**src/rtl/fti_pkg.sv**
```systemverilog
package fti_pkg;

    typedef enum logic [1:0] {
        RND_NEAR = 2'b00,
        RND_DOWN = 2'b01,
        RND_UP   = 2'b10,
        RND_ZERO = 2'b11
    } rnd_mode_t;

    typedef enum logic [2:0] {
        CL_ZERO,
        CL_DENORM,
        CL_NORMAL,
        CL_INF,
        CL_NAN
    } op_class_t;

endpackage

```
**src/rtl/fti_classify.sv**
```systemverilog
module fti_classify
    import fti_pkg::*;
#(
    parameter int EXP_W  = 8,
    parameter int FRAC_W = 23
) (
    input  logic [EXP_W+FRAC_W:0]  op,
    output logic                   sign,
    output op_class_t              cls,
    output logic signed [EXP_W+1:0] exp_unb,
    output logic [FRAC_W:0]        sig
);
    localparam int BIAS = (1 << (EXP_W - 1)) - 1;

    logic [EXP_W-1:0]  exp_fld;
    logic [FRAC_W-1:0] frac_fld;
    logic              exp_zero;
    logic              exp_ones;
    logic              frac_zero;

    assign sign     = op[EXP_W+FRAC_W];
    assign exp_fld  = op[EXP_W+FRAC_W-1:FRAC_W];
    assign frac_fld = op[FRAC_W-1:0];
    assign exp_zero = (exp_fld == '0);
    assign exp_ones = (&exp_fld);
    assign frac_zero = (frac_fld == '0);

    // Unbiased exponent, two guard bits keep the sign safe
    assign exp_unb = $signed({2'b00, exp_fld}) - $signed((EXP_W+2)'(BIAS));

    always_comb begin
        if (exp_zero && frac_zero)      cls = CL_ZERO;
        else if (exp_zero)              cls = CL_DENORM;
        else if (exp_ones && frac_zero) cls = CL_INF;
        else if (exp_ones)              cls = CL_NAN;
        else                            cls = CL_NORMAL;
    end

    // Hidden leading bit is one only for normal operands
    assign sig = {(!exp_zero && !exp_ones), frac_fld};

endmodule

```
**src/rtl/fti_align.sv**
```systemverilog
module fti_align
    import fti_pkg::*;
#(
    parameter int EXP_W  = 8,
    parameter int FRAC_W = 23,
    parameter int INT_W  = 32
) (
    input  op_class_t               cls,
    input  logic signed [EXP_W+1:0] exp_unb,
    input  logic [FRAC_W:0]         sig,
    output logic [INT_W-1:0]        mag,
    output logic                    guard,
    output logic                    sticky,
    output logic                    too_big
);
    // Fixed point: INT_W integer bits above INT_W fraction bits
    localparam int WIDE_W = 2 * INT_W;
    localparam int BASE   = INT_W - FRAC_W;

    logic [WIDE_W-1:0]       wide;
    logic signed [EXP_W+1:0] shamt;

    assign shamt = exp_unb + $signed((EXP_W+2)'(BASE));

    always_comb begin
        mag     = '0;
        guard   = 1'b0;
        sticky  = 1'b0;
        too_big = 1'b0;
        wide    = '0;
        unique case (cls)
            CL_ZERO: begin
            end
            CL_DENORM: begin
                // Far below one half: only sticky survives
                sticky = 1'b1;
            end
            CL_NORMAL: begin
                if (exp_unb >= INT_W) begin
                    too_big = 1'b1;
                end else if (exp_unb < -1) begin
                    sticky = 1'b1;
                end else begin
                    wide   = {{(WIDE_W-FRAC_W-1){1'b0}}, sig} << unsigned'(shamt);
                    mag    = wide[WIDE_W-1:INT_W];
                    guard  = wide[INT_W-1];
                    sticky = |wide[INT_W-2:0];
                end
            end
            CL_INF, CL_NAN: begin
            end
            default: begin
            end
        endcase
    end

endmodule

```
**src/rtl/fti_round.sv**
```systemverilog
module fti_round
    import fti_pkg::*;
#(
    parameter int INT_W = 32
) (
    input  logic             sign,
    input  rnd_mode_t        mode,
    input  op_class_t        cls,
    input  logic [INT_W-1:0] mag,
    input  logic             guard,
    input  logic             sticky,
    input  logic             too_big,
    input  logic             inv_mask,
    output logic [INT_W-1:0] res,
    output logic             invalid,
    output logic             inexact
);
    localparam logic [INT_W:0]   POS_LIM = (INT_W+1)'((64'd1 << (INT_W - 1)) - 64'd1);
    localparam logic [INT_W:0]   NEG_LIM = (INT_W+1)'(64'd1 << (INT_W - 1));
    localparam logic [INT_W-1:0] MIN_INT = {1'b1, {(INT_W-1){1'b0}}};

    logic             lost;
    logic             bump;
    logic [INT_W:0]   mag_r;
    logic             range_bad;
    logic             special;

    assign lost = guard | sticky;

    always_comb begin
        unique case (mode)
            RND_NEAR: bump = guard & (sticky | mag[0]);
            RND_DOWN: bump = sign & lost;
            RND_UP:   bump = ~sign & lost;
            RND_ZERO: bump = 1'b0;
            default:  bump = 1'b0;
        endcase
    end

    assign mag_r     = {1'b0, mag} + {{INT_W{1'b0}}, bump};
    assign range_bad = too_big | (sign ? (mag_r > NEG_LIM) : (mag_r > POS_LIM));
    assign special   = (cls == CL_INF) || (cls == CL_NAN);

    always_comb begin
        if (special || range_bad) begin
            invalid = 1'b1;
            inexact = 1'b0;
            res     = inv_mask ? MIN_INT : '0;
        end else begin
            invalid = 1'b0;
            inexact = lost;
            res     = sign ? (~mag_r[INT_W-1:0] + 1'b1) : mag_r[INT_W-1:0];
        end
    end

endmodule

```
**src/rtl/fti_convert.sv**
```systemverilog
module fti_convert
    import fti_pkg::*;
#(
    parameter int EXP_W  = 8,
    parameter int FRAC_W = 23,
    parameter int INT_W  = 32
) (
    input  logic                   clk,
    input  logic                   rst_n,
    input  logic                   in_valid,
    input  logic [EXP_W+FRAC_W:0]  in_operand,
    input  logic [1:0]             in_round,
    input  logic                   in_inv_mask,
    output logic                   out_valid,
    output logic [INT_W-1:0]       out_int,
    output logic                   out_invalid,
    output logic                   out_inexact
);
    localparam int OP_W = EXP_W + FRAC_W + 1;

    logic                    sgn;
    op_class_t               cls;
    logic signed [EXP_W+1:0] exp_unb;
    logic [FRAC_W:0]         sig;
    logic [INT_W-1:0]        mag;
    logic                    guard;
    logic                    sticky;
    logic                    too_big;
    logic [INT_W-1:0]        res_c;
    logic                    inv_c;
    logic                    inx_c;

    fti_classify #(.EXP_W(EXP_W), .FRAC_W(FRAC_W)) u_classify (
        .op      (in_operand),
        .sign    (sgn),
        .cls     (cls),
        .exp_unb (exp_unb),
        .sig     (sig)
    );

    fti_align #(.EXP_W(EXP_W), .FRAC_W(FRAC_W), .INT_W(INT_W)) u_align (
        .cls     (cls),
        .exp_unb (exp_unb),
        .sig     (sig),
        .mag     (mag),
        .guard   (guard),
        .sticky  (sticky),
        .too_big (too_big)
    );

    fti_round #(.INT_W(INT_W)) u_round (
        .sign     (sgn),
        .mode     (rnd_mode_t'(in_round)),
        .cls      (cls),
        .mag      (mag),
        .guard    (guard),
        .sticky   (sticky),
        .too_big  (too_big),
        .inv_mask (in_inv_mask),
        .res      (res_c),
        .invalid  (inv_c),
        .inexact  (inx_c)
    );

    // Result register: strobe always, data only on an accepted operand
    always_ff @(posedge clk or negedge rst_n) begin
        if (!rst_n) begin
            out_valid   <= 1'b0;
            out_int     <= '0;
            out_invalid <= 1'b0;
            out_inexact <= 1'b0;
        end else begin
            out_valid <= in_valid;
            if (in_valid) begin
                out_int     <= res_c;
                out_invalid <= inv_c;
                out_inexact <= inx_c;
            end
        end
    end

    a_r10_one_cycle: assert property (@(posedge clk) disable iff (!rst_n)
        out_valid == $past(in_valid));

    a_r6_special_invalid: assert property (@(posedge clk) disable iff (!rst_n)
        (in_valid && (&in_operand[OP_W-2:FRAC_W])) |=> out_invalid);

    a_r5_flags_exclusive: assert property (@(posedge clk) disable iff (!rst_n)
        out_valid |-> !(out_invalid && out_inexact));

    a_r8_masked_value: assert property (@(posedge clk) disable iff (!rst_n)
        (out_valid && out_invalid && $past(in_inv_mask))
            |-> (out_int == {1'b1, {(INT_W-1){1'b0}}}));

    a_r9_zero_clean: assert property (@(posedge clk) disable iff (!rst_n)
        (in_valid && (in_operand[OP_W-2:0] == '0))
            |=> (out_int == '0 && !out_invalid && !out_inexact));

endmodule

```
**config.mk**
```make
export PLATFORM = sky130hd
export DESIGN_NAME = fti_convert
export DESIGN_NICKNAME = d
export VERILOG_FILES = /design/src/rtl/fti_pkg.sv /design/src/rtl/fti_classify.sv /design/src/rtl/fti_align.sv /design/src/rtl/fti_round.sv /design/src/rtl/fti_convert.sv
export SDC_FILE = /design/constraint.sdc
export NUM_CORES = 1
export LEC_CHECK = 0
export ABC_AREA = 1
export BUFFER_PORTS_ARGS = -buffer_cell sky130_fd_sc_hd__buf_2
export CAP_MARGIN = 20
export CORE_AREA = 2 2 116 118
export DETAILED_ROUTE_END_ITERATION = 8
export DIE_AREA = 0 0 118 120
export PLACE_DENSITY = 0.78
export SETUP_SLACK_MARGIN = 0.2
export SKIP_LAST_GASP = 1
export SYNTH_ARGS = -nofsm -noshare
export SYNTH_HDL_FRONTEND = slang
export SYNTH_HIERARCHICAL = 1
export SYNTH_SLANG_ARGS = --single-unit
export TNS_END_PERCENT = 10
```
**constraint.sdc**
```tcl
create_clock -name clk -period 0.8 [get_ports clk]
set_clock_uncertainty 0.05 [all_clocks]
set_input_delay 0.08 -clock clk [delete_from_list [all_inputs] [get_ports clk]]
set_output_delay 0.08 -clock clk [all_outputs]
set_load 0.02 [all_outputs]
```
==> metrics.md, run 1 <==
| Metric | Value |
|---|---|
| Status | stopped before the end |
| Failing step | global routing |
| First error in the log | [ERROR GRT-0232] Routing congestion too high. Check the congestion heatmap in the GUI. |
| Max clock buf depth | 2 |
| Remaining global-route overflow | 10 |
| Worst End Pin Type | register input |
| Die height | 120 um |
| Share of the synthesized area in the top cell type | 24.1% |
| Root Buffer | clkbuf_16 |
| Seq/Total Area, Yosys | 12.5% |
| Pre-CTS WS | -5.15 ns |
| Cell variety after synth | 41 |
| H-tree Lvls | 2 |
| Post-Syn Area | 7030 sq um |
| # rows | 42 |
| Syn nets | 1358 |
| Post-Synthesis Cells | 1310 |
| DP HPWL | 21800 um |
| Largest net degree at the start of global routing | 36 |
| Synth Register Bits | 35 |
| Yosys top cell by area | nand2_1 |
| Starting Density | 54.2% |
| GRT Overall Usage | 66.6% |
| Worst-path endpoint after global-route repair_timing | out_int[22]$_DFFE_PN0P_/D |
| CTS Buf Count | 5 |
| Mean Syn Cell Area | 5.37 sq um |
| Ys Warns | 6 |
| IO Count | 73 |
| GPL Wtd Cong | 1.05 |
| Buffers on Ports | 72 |
| Num Clock Sinks | 35 |
| Top cells by area, synth | nand2_1 24%, nand3_1 16%, dfrtp_1 12%, nor2_1 7.0%, inv_1 5.6% |
| Die W | 118 um |
==> synthesized netlist by cell type, drive strengths merged <==
library cell and n:
o221a 1, a21oi 30, o211ai 3, nand3b 2
clkbuf 19, a31oi 3, nor2 175, clkinv 3
nand2 484, nor3 2, xor2 18, inv 110
ha 10, or3b 1, o21bai 4, or2 5
nand4 52, and2 5, nand3 233, o21ai 40
buf 58, dfrtp 35, xnor2 9, o22ai 8
==> kinds of logic after synthesis <==
logic type	synth area share [%]
AOI/OAI and AO/OA	7.30
buffers and inverters	13.3
xor gates and xnor gates	3.47
adders and majority gates	1.78
DFF	12.5
and+or+nand+nor	61.7
==> through the flow <==
step / cells / utilization (%) / hold WS [ns] / setup TNS, ns / area [sq um]
3_3_place_gp: 1800 / 75.4 / -0.00443 / -164.54 / 9780
3_5_place_dp: 1800 / 75.4 / -0.00359 / -173.00 / 9780
2_1_floorplan: 1310 / - / -0.266 / -130.75 / 7150
4_1_cts: 1838 / 81.3 / 0.141 / -159.95 / 10600
==> layer usage <==
metal	overflow	GRT usage, %
met5	0	12.5
met4	3	68.2
met3	0	43.1
met2	7	91.9
met1	0	64.5
==> what timing repair did <==
item | CTS
cloned | 4
hold buffers | 1
setup buffers | 25
gates resized for setup | 78
pin swaps | 34
hold endpoints to repair | 35
setup endpoints to repair | 69
==> run 2: changes to the inputs <==
- CORE_AREA: 2 2 116 118 -> 2 2 136 138
- DIE_AREA: 0 0 118 120 -> 0 0 138 140
- PLACE_DENSITY: 0.78 -> unset
- PLACE_DENSITY_LB_ADDON: unset -> 0.15
- SETUP_SLACK_MARGIN: 0.2 -> unset
- clock period: 0.8 -> 1 ns (I/O delays scaled with it)
==> run 2 against run 1 <==
Against the previous run:
- the flow now finishes, with violations (negative setup slack)
- synthesized cell count stayed put
- area after synthesis stayed put
==> metrics.md, run 2 <==
| Metric | Value |
|---|---|
| IO Count | 73 |
| Failing checks | negative setup slack |
| Status | finished, violations left |
| Num Clock Sinks | 35 |
| Power per cell area | 1140 nW/um^2 |
| Worst r2r path cells | 2 |
| Clock power frac | 14.1% |
| Worst slew pin tran | 0.608 ns |
| Arr. time, crit path | 5.63 ns |
| Post-Syn Area | 7030 sq um |
| Cell variety after synth | 41 |
| # rows | 49 |
| Die height | 140 um |
| Syn nets | 1358 |
| Share of synthesized flip-flops with an asynchronous set or reset | 100% |
| Root Buffer | clkbuf_16 |
| Top cells by area, synth | nand2_1 24%, nand3_1 16%, dfrtp_1 12%, nor2_1 7.0%, inv_1 5.6% |
| Fill cell count | 1679 |
| Leakage | 5.97 nW |
| Worst hold path class | in -> reg |
| Final wirelength | 27900 um |
| WP data required | 1.17 ns |
| Max clock buf depth | 2 |
| Share of cells above drive strength 1 | 43.5% |
| Number of global-route vias before repair | 9033 |
| Buffers on Ports | 72 |
| CTS Buf Count | 5 |
| Switching part of the total | 45.8% |
| Max reg flops | 32 |
| Largest net degree at the start of global routing | 38 |
| WHS | 0.0173 ns |
| Mean Syn Cell Area | 5.37 sq um |
| Worst Setup End Kind | register |
| CP max-delay cell | ha_2 |
| Slowest stage delay, CP | 0.23 ns |
| FMAX | 0.183 GHz |
| Seq/Total Area, Yosys | 12.5% |
| Initial drt markers | 552 |
| Core area | 17800 sq um |
| Setup TNS | -148.40 ns |
| Crit Path Max Fanout | 8 |
| Final Hold Vio Count | 0 |
| Die W | 138 um |
| DRT Pass-1 Iters | 6 |
| DRC | 0 |
| Cell with the most instances after synthesis | nand2_1 |
| Via density | 5.11 |
| Design area | 11400 sq um |
| Remaining global-route overflow | 0 |
| Share of the synthesized area in the top cell type | 24.1% |
| First-pass GRT wire length | 43500 um |
| DP HPWL | 21700 um |
| Setup ws final | -4.46 ns |
| Highest-count cells in the layout ignoring fill and taps | 414 x nand2_1, 344 x buf_4, 113 x nor2_1, 113 x nand3_2, 112 x nand3_1 |
| H-tree Lvls | 2 |
| Synth Flop Type | dfrtp_1 |
| Combinational group share of total power | 72.0% |
| Maximum capacitance violations | 0 |
| Clk_lat worst skew | 0.28 ns |
| RSZ-0062 raised after global routing | yes |
| Tcrit/Tclk final | 546% |
| Reg power frac | 13.9% |
| Total power | 12.9 mW |
| Most common cell after layout, fill and taps aside | nand2_1 |
| GPL Wtd Cong | 1.01 |
| Post-synth EDFFs | 0 |
| Worst setup SP type | input pin |
| Die area | 19300 sq um |
| Worst vdd ir | 1.40 mV |
| Vias post-DR | 9757 |
| Synth Register Bits | 35 |
| Most common library cells after synthesis | 452 x nand2_1, 229 x nand3_1, 132 x nor2_1 |
| Starting Density | 39.5% |
| Final slew viol count | 0 |
| Routed Antenna Nets | 0 |
| Hold depth | 1 |
| Ys Warns | 6 |
| Kind of critical path | in -> reg |
| Reg2reg setup slack | 0.33 ns |
| DP Area | 9840 sq um |
| Post-Synthesis Cells | 1310 |
| Initial antenna violation count | 0 |
| Sw Pwr | 5.92 mW |
| Internal power | 7.02 mW |
| P&R area growth vs syn | 61.4% |
| GRT Overall Usage | 27.0% |
| Wire length per cell | 14.6 um |
| TritonCTS clock tree | built |
| Inserted Diodes | 0 |
| Critical path's most frequent cell | nand2_1 |
| Clk pin slew, worst setup/hold paths | 0.05 ns |
| Nets | 1726 |
| Max-Slew Margin vs Limit | 59.1% |
| Tmin final | 5.46 ns |
| Largest register by flop count | out_int |
| Yosys top cell by area | nand2_1 |
| Final setup violation count | 34 |
run 2: cell counts after synthesis:
Identical to the previous run, type by type.
run 2: cell type report:
type                    count  area (sq um)  area share, %
clock buffers               6           139           1.22
clock inverters             2          35.0          0.309
inverters                 113           434           3.82
multi-input cells        1086          6200           54.6
flip-flops and latches     35           876           7.72
well taps                 229           287           2.52
repair buffers            437          3380           29.8
run 2: routing by layer:
metal	vias up	track usage (%)	part of all wire [%]
met5	-	0	0
met4	0	12.9	6.1
met3	101	1.47	4.2
met2	362	51.0	50
met1	4339	31.1	39
li1	4955	-	-
run 2: worst paths after layout:
| path | startpoint | endpoint |
|---|---|---|
| max | in_operand[26] | out_int[23] |
| min | in_valid | out_valid |
| max reg2reg | out_int[6] | out_int[6] |
| min reg2reg | out_int[19] | out_int[19] |
| max in group asynchronous | rst_n | out_int[24] |
| min in group asynchronous | rst_n | out_int[5] |
run 2: logic make-up after synthesis:
kind of cell             after synthesis  synth area share (%)
adder cells (fa/ha/maj)               10                  1.78
flip-flops                            35                  12.5
buffers and inverters                190                  13.3
XOR/XNOR                              27                  3.47
AO/OA/AOI/OAI                         89                  7.30
AND/OR/NAND/NOR                      959                  61.7
run 2: power by group through the flow:
stage	clock network [mW]	logic, mW	registers (mW)
after floorplan	0	4.18	2.14
after global placement	0	7.87	1.81
after detailed placement	0	7.91	1.82
after CTS	1.86	8.65	1.80
after global routing	1.94	10.1	1.83
final	1.82	9.32	1.80
run 2: worst max-delay path: cells and delay by family:
kind / cells / cell delay, ns
AO/OA/AOI/OAI: 1 / 0.15
buffers and inverters: 5 / 0.66
AND/OR/NAND/NOR: 42 / 4.10
adder cells (fa/ha/maj): 2 / 0.39
XOR/XNOR: 1 / 0.21
run 2: per-stage QoR:
stage / setup WS, ns / cells / util (%)
floorplan: -3.69 / 1310 / -
global placement: -4.61 / 1855 / 55.3
detailed placement: -4.69 / 1855 / 55.3
CTS: -4.32 / 1893 / 60.5
global route: -4.80 / 1908 / 63.8
finish: -4.46 / 1908 / 63.8
run 2: timing repair:
item	CTS	global route
pin swaps	31	73
endpoints found under the setup margin	34	37
endpoints found under the hold margin	35	0
buffers inserted	26	13
resized for setup	97	109
cloned	3	6
hold buffers	1	0
Note: power is estimated with default switching activity, not from simulation.
